<file path="config.mk">
export PLATFORM = sky130hd
export DESIGN_NAME = ubt_xcvr
export DESIGN_NICKNAME = d
export VERILOG_FILES = /design/src/rtl/ubt_pkg.sv /design/src/rtl/ubt_path.sv /design/src/rtl/ubt_oe.sv /design/src/rtl/ubt_xcvr.sv
export SDC_FILE = /design/constraint.sdc
export NUM_CORES = 1
export LEC_CHECK = 0
export ABC_AREA = 0
export BUFFER_PORTS_ARGS = -buffer_cell sky130_fd_sc_hd__buf_2
export CAP_MARGIN = 30
export CORE_MARGIN = 5
export CORE_UTILIZATION = 25
export DETAILED_ROUTE_END_ITERATION = 16
export HOLD_SLACK_MARGIN = 0.08
export PLACE_DENSITY = 0.52
export SYNTH_ARGS = -nofsm -noshare
export SYNTH_HDL_FRONTEND = slang
export SYNTH_SLANG_ARGS = --single-unit
</file>
<file path="constraint.sdc">
create_clock -name clk -period 4.24 [get_ports clk]
set_clock_uncertainty 0.1 [all_clocks]
set_input_delay 0 -clock clk [delete_from_list [all_inputs] [get_ports clk]]
set_output_delay 0 -clock clk [all_outputs]
set_load 0.1 [all_outputs]
</file>
<file path="src/rtl/ubt_pkg.sv">
package ubt_pkg;
    localparam int unsigned UBT_WIDTH = 18;

    typedef enum logic [1:0] {
        ST_PASS  = 2'd0,
        ST_ARMED = 2'd1,
        ST_IDLE  = 2'd2
    } ubt_state_e;
endpackage

</file>
<file path="src/rtl/ubt_path.sv">
module ubt_path
    import ubt_pkg::*;
#(
    parameter int unsigned WIDTH = UBT_WIDTH
) (
    input  logic             clk,
    input  logic             rst_n,
    input  logic [WIDTH-1:0] d_in,
    input  logic             le,
    input  logic             cap_clk,
    output logic [WIDTH-1:0] q_out
);
    ubt_state_e       state_q, state_d;
    logic             load;
    logic [WIDTH-1:0] store_q;

    // state register
    always_ff @(posedge clk or negedge rst_n) begin
        if (!rst_n) state_q <= ST_IDLE;
        else        state_q <= state_d;
    end

    // next state and load strobe
    always_comb begin
        state_d = state_q;
        load    = 1'b0;
        unique case (state_q)
            ST_PASS: begin
                if (le) begin
                    load = 1'b1;
                end else begin
                    state_d = cap_clk ? ST_ARMED : ST_IDLE;
                end
            end
            ST_ARMED: begin
                if (le) begin
                    state_d = ST_PASS;
                    load    = 1'b1;
                end else if (!cap_clk) begin
                    state_d = ST_IDLE;
                    load    = 1'b1;
                end
            end
            ST_IDLE: begin
                if (le) begin
                    state_d = ST_PASS;
                    load    = 1'b1;
                end else if (cap_clk) begin
                    state_d = ST_ARMED;
                end
            end
            default: state_d = ST_IDLE;
        endcase
    end

    always_ff @(posedge clk or negedge rst_n) begin
        if (!rst_n)    store_q <= '0;
        else if (load) store_q <= d_in;
    end

    // output: live input when transparent, stored word otherwise
    always_comb begin
        q_out = le ? d_in : store_q;
    end
endmodule

</file>
<file path="src/rtl/ubt_oe.sv">
module ubt_oe #(
    parameter bit ACTIVE_LOW = 1'b0
) (
    input  logic en_in,
    output logic drive_out
);
    generate
        if (ACTIVE_LOW) begin : g_low
            assign drive_out = ~en_in;
        end else begin : g_high
            assign drive_out = en_in;
        end
    endgenerate
endmodule

</file>
<file path="src/rtl/ubt_xcvr.sv">
module ubt_xcvr
    import ubt_pkg::*;
#(
    parameter int unsigned WIDTH = UBT_WIDTH
) (
    input  logic             clk,
    input  logic             rst_n,
    input  logic [WIDTH-1:0] a_in,
    input  logic [WIDTH-1:0] b_in,
    input  logic             ab_oe,
    input  logic             ab_le,
    input  logic             ab_clk,
    input  logic             ba_oe_n,
    input  logic             ba_le,
    input  logic             ba_clk,
    output logic [WIDTH-1:0] b_out,
    output logic             b_drive,
    output logic [WIDTH-1:0] a_out,
    output logic             a_drive
);
    ubt_path #(.WIDTH(WIDTH)) u_ab (
        .clk(clk), .rst_n(rst_n), .d_in(a_in), .le(ab_le),
        .cap_clk(ab_clk), .q_out(b_out)
    );

    ubt_path #(.WIDTH(WIDTH)) u_ba (
        .clk(clk), .rst_n(rst_n), .d_in(b_in), .le(ba_le),
        .cap_clk(ba_clk), .q_out(a_out)
    );

    ubt_oe #(.ACTIVE_LOW(1'b0)) u_oe_b (.en_in(ab_oe),   .drive_out(b_drive));
    ubt_oe #(.ACTIVE_LOW(1'b1)) u_oe_a (.en_in(ba_oe_n), .drive_out(a_drive));
endmodule

</file>
---- Word-level counts from Yosys, hierarchy flattened ----
Cells that the tools add are included.
cells by class
  multipliers ............................. 0
  divide/modulo/power cells ............... 0
  shift operators ......................... 0
  add/sub/neg operators ................... 0
  mux-type cells .......................... 24
  reduce and logical (&&, ||, !) cells .... 6
  $lt $le $gt $ge ......................... 0
  eq/ne operators ......................... 10
  bitwise gates (word level) .............. 1
operator list
  kind                                                  number
  2-to-1 mux 18 bit                                     2
  2-to-1 mux 2 bit                                      12
  != test 3 bit (second input constant)                 4
  one-hot mux 2 bit (3 select lines)                    2
  2-to-1 mux 1 bit                                      6
  AND reduction 3 bit                                   2
  equality test 2 x 1 -> 1 bit (second input constant)  2
  equality test 2 bit (second input constant)           2
  zero test 2 bit                                       2
  != test 2 bit (second input constant)                 2
  one-hot mux 1 bit (2 select lines)                    2
  OR reduction 2 bit                                    2
  NOT 1 bit                                             1
word-level totals
  bits in registers ....................... 40
  logic and storage cells ................. 45
  output and inout bits ................... 38
  bits in latches ......................... 0
  bits in read-only memories .............. 0
  memories kept ........................... 0
  bits of input ports ..................... 44
  RAM bits ................................ 0

---- Longest topological paths before layout ----
  depth after elaboration ................. 3
  depth in mapped cells ................... 6
  mapped depth without buffers ............ 3

---- Cells and area by module ----
Synthesis repeated with hierarchy kept, for this count alone.
second synthesis, totals
  cell total of the unflattened synthesis .. 130
  area, all modules ....................... 2058.2 µm²
modules (own cells, without submodules)
  module            seq. area each (µm²)  instances  cells an instance  area an instance (µm²)
  ubt_path          501.7                 2          64                 1023.5
  ubt_oe at u_oe_b  0.0                   1          1                  7.5
  ubt_oe at u_oe_a  0.0                   1          1                  3.8

---- Worst setup path before layout ----
OpenSTA, ideal clock, no wires.
  path type ............................... register to register
  from .................................... reg, netlist name u_ba.store_q[7]
  to ...................................... reg u_ba.store_q[7]
  data arrival time ....................... 1.433 ns
  cell stages (with the launch flop) ...... 3
  period minus slack after synthesis ...... 1.658 ns
  setup slack ............................. 2.582 ns
  library setup time ...................... 0.125 ns
  buffers on the path ..................... 0
  data required time ...................... 4.015 ns
  cell sequence ........................... dfrtp_1 mux2_1 a211o_1
RTL lines
  item                  RTL line        text
  end signal, assigned  ubt_path.sv:58  else if (load) store_q <= d_in;
  end, declared         ubt_path.sv:15  logic [WIDTH-1:0] store_q;

---- Worst setup path after layout ----
  from .................................... reg u_ba.state_q[1]
  to ...................................... reg u_ba.store_q[11]
on the way
  word-level cells in the longest chain between the ends .. 3
  elaborated cells between the ends (all ways) .. 5
  those cells by class .................... eq/ne: 2; mux: 1; reduce/logical: 2
RTL lines
  item                                                           RTL line        text
  start, declared                                                ubt_path.sv:13  ubt_state_e state_q, state_d;
  start signal, assigned                                         ubt_path.sv:20  else state_q <= state_d;
  equality test 2 bit / zero test 2 bit (equally long branches)  ubt_path.sv:27  unique case (state_q)
  OR reduction 2 bit (no line)                                   n/a
  one-hot mux 1 bit (2 select lines) (*)                         ubt_path.sv:27
Mark *: on every way between the ends. The rest lies on a longest branch, timed or not.
A chain may end at the register's enable or synchronous reset.

==> reports/qor.yml <==
synth.cell_area_mm2: 0.00247
io_pins: 82
synth_edf_count: 0
design_area_mm2: 0.00347
postSynthAreaPerCell_um2: 11.5
drtPass1Iterations: 4
clock_sinks: 40
drv_cap: 0
fin_util_pct: 35.7
period_minus_slack_ns: 2.01
h-tree-depth: 2
hold_class: "input port to async pin"
wire_per_inst_um: 13.9
wl_met2_um: 3280
grt_util_all_layers_pct: 11.0
wl_met3_um: 443
grt_pass1_vias: 2233
placed_cells: 412
grt_antenna_before_repair: 0
wl_um: 6410
area_growth_pct: 40.3
tightestPinTransition_ns: 0.974
setup_slack_ns: 2.23
seq_area_frac_synth_pct: 40.5
path_buf_inv: 1
path_cells: "nor2b_1 > buf_4 > a22o_1 > a211o_1"
n_antenna_cell: 0
critPathRequiredTime_ns: 4.32
insertion_delay_ns: 0.28
outcome: "finished clean"
cts_tree: "yes"
p_total_mw: 1.35
reg2reg_setup_slack_ns: 2.23
num_vias: 2099
fmax_mhz: 498
core_area_mm2: 0.00973
routabilityCongestion: 0.693
grt_first_pass_wirelength_um: 10500
avgViaCountPerCell: 4.56
crit_fanout: 38
grt_start_max_net_pins: 39
drive_gt1_share_pct: 43.4
die_w_um: 109
crit_family: "flip-flops"
synth_warnings: 0
synth_seq_cells: 40
yosys.cell_types.count: 22
layout.cells.non_filler: 460
path_class: "flop to flop"
netlist.area_leader.share_pct: 38.4
n_fill_cell: 996
drtIter0Drc: 52
async_flop_share_pct: 100
ys.flop_type: "dfrtp_1"
finalHoldViolCount: 0
leakage_nw: 1.56
synthTopCellsByArea: "dfrtp_1, mux2_2, a211o_1"
slew_violations: 0
cpPeakStageDelay_ns: 0.93
relSlewSlack_pct: 34.8
clk_pin_slew_ns: 0.08
routed.top_layer: "met4"
placed_cell_area_mm2: 0.00298
initial_core_util_pct: 25.4
grt_overflow: 0
nNetsFinal: 370
cts_resized: 0
cts-root-buf: "clkbuf_8"
timing.final.crit_share_pct: 47.3
powerDensity_mw_per_mm2: 387
hpwl_um: 4360
end_kind: "flop"
synth_common_cells: "mux2_2, dfrtp_1, nand2_1"
rsz0062_at_grt: "no"
cp-start-kind: "flop"
cp.arrival_ns: 2.08
yosysTopAreaCell: "dfrtp_1"
finalSetupTns_ns: 0
slowest_stage: "dfstp_2"
port_buffers: 79
syn_nets: 259
die_h_um: 109
drcViolationCount: 0
synth.most_common_cell: "mux2_2"
cts_buffers: 5
clockBufferDepth: 2
rows: 36
dieArea_mm2: 0.0120
final-setup-viol-count: 0
syn_inst: 215
route.layer.met1.wl_um: 2660
hold-worst-slack_ns: 0.129
route.antenna.remaining_nets: 0
pre_cts_ws_ns: 2.24
peakVddDrop_uv: 215
==> cells in the final DEF, fill, tap and decap left out <==
master	instances
buf_4	2
buf_2	79
clkinv_1	1
mux2_4	9
and2_1	1
dfstp_2	2
a21oi_1	18
o21ai_0	2
nor2b_1	3
dfrtp_1	38
clkbuf_8	6
buf_16	2
mux2_1	4
clkbuf_1	2
and3b_1	1
a211o_1	18
dlygate4sd3_1	40
o21ai_4	1
or3b_1	18
inv_1	1
nand2_1	20
mux2_2	41
a22o_1	18
==> power by group <==
group | switching (mW) | internal [mW] | total (mW)
logic | 0.432 | 0.178 | 0.609
clock network | 0.135 | 0.133 | 0.268
registers | 0.0364 | 0.432 | 0.469
total | 0.603 | 0.743 | 1.35
==> what timing repair did <==
action                    CTS  global route
hold endpoints to repair   78             0
buffers inserted            0             0
hold buffers               40             0
==> flip-flops by register name (all words and copies together) (netlist names) <==
register / count
u_ab.store_q: 18
u_ba.store_q: 18
u_ab.state_q: 2
u_ba.state_q: 2
==> layout make-up <==
cell class	count	area, um^2	area share (%)
Clock buffer	8	90.1	2.59
Inverter	2	7.51	0.216
Multi-Input combinational cell	154	1340	38.6
Sequential cell	40	1000	28.9
Tap cell	133	166	4.79
Timing Repair Buffer	123	866	24.9
==> logic make-up after synthesis <==
family,Yosys count,synth area share (%)
multiplexers,54,25.9
AND/OR/NAND/NOR,43,10.8
buffers and inverters,21,5.31
flip-flops,40,40.5
AO/OA/AOI/OAI,57,17.4
==> final timing paths <==
path,start,endpoint,depth (start not counted)
max,u_ba.state_q[1]$_DFFE_PN1P_,u_ba.store_q[11]$_DFFE_PN0P_,4
min,rst_n,u_ba.store_q[16]$_DFFE_PN0P_,2
max reg2reg,u_ba.state_q[1]$_DFFE_PN1P_,u_ba.store_q[11]$_DFFE_PN0P_,4
min reg2reg,u_ab.store_q[14]$_DFFE_PN0P_,u_ab.store_q[14]$_DFFE_PN0P_,1
max in group asynchronous,rst_n,u_ab.state_q[1]$_DFFE_PN1P_,3
min in group clk,ab_le,u_ab.state_q[1]$_DFFE_PN1P_,2
==> layer usage <==
metal | global-route usage, % | vias up
li1 | - | 1021
met1 | 12.5 | 1014
met2 | 20.4 | 62
met3 | 2.99 | 2
met4 | 2.14 | 0
met5 | 0 | -
Note: power is estimated with default switching activity, not from simulation.
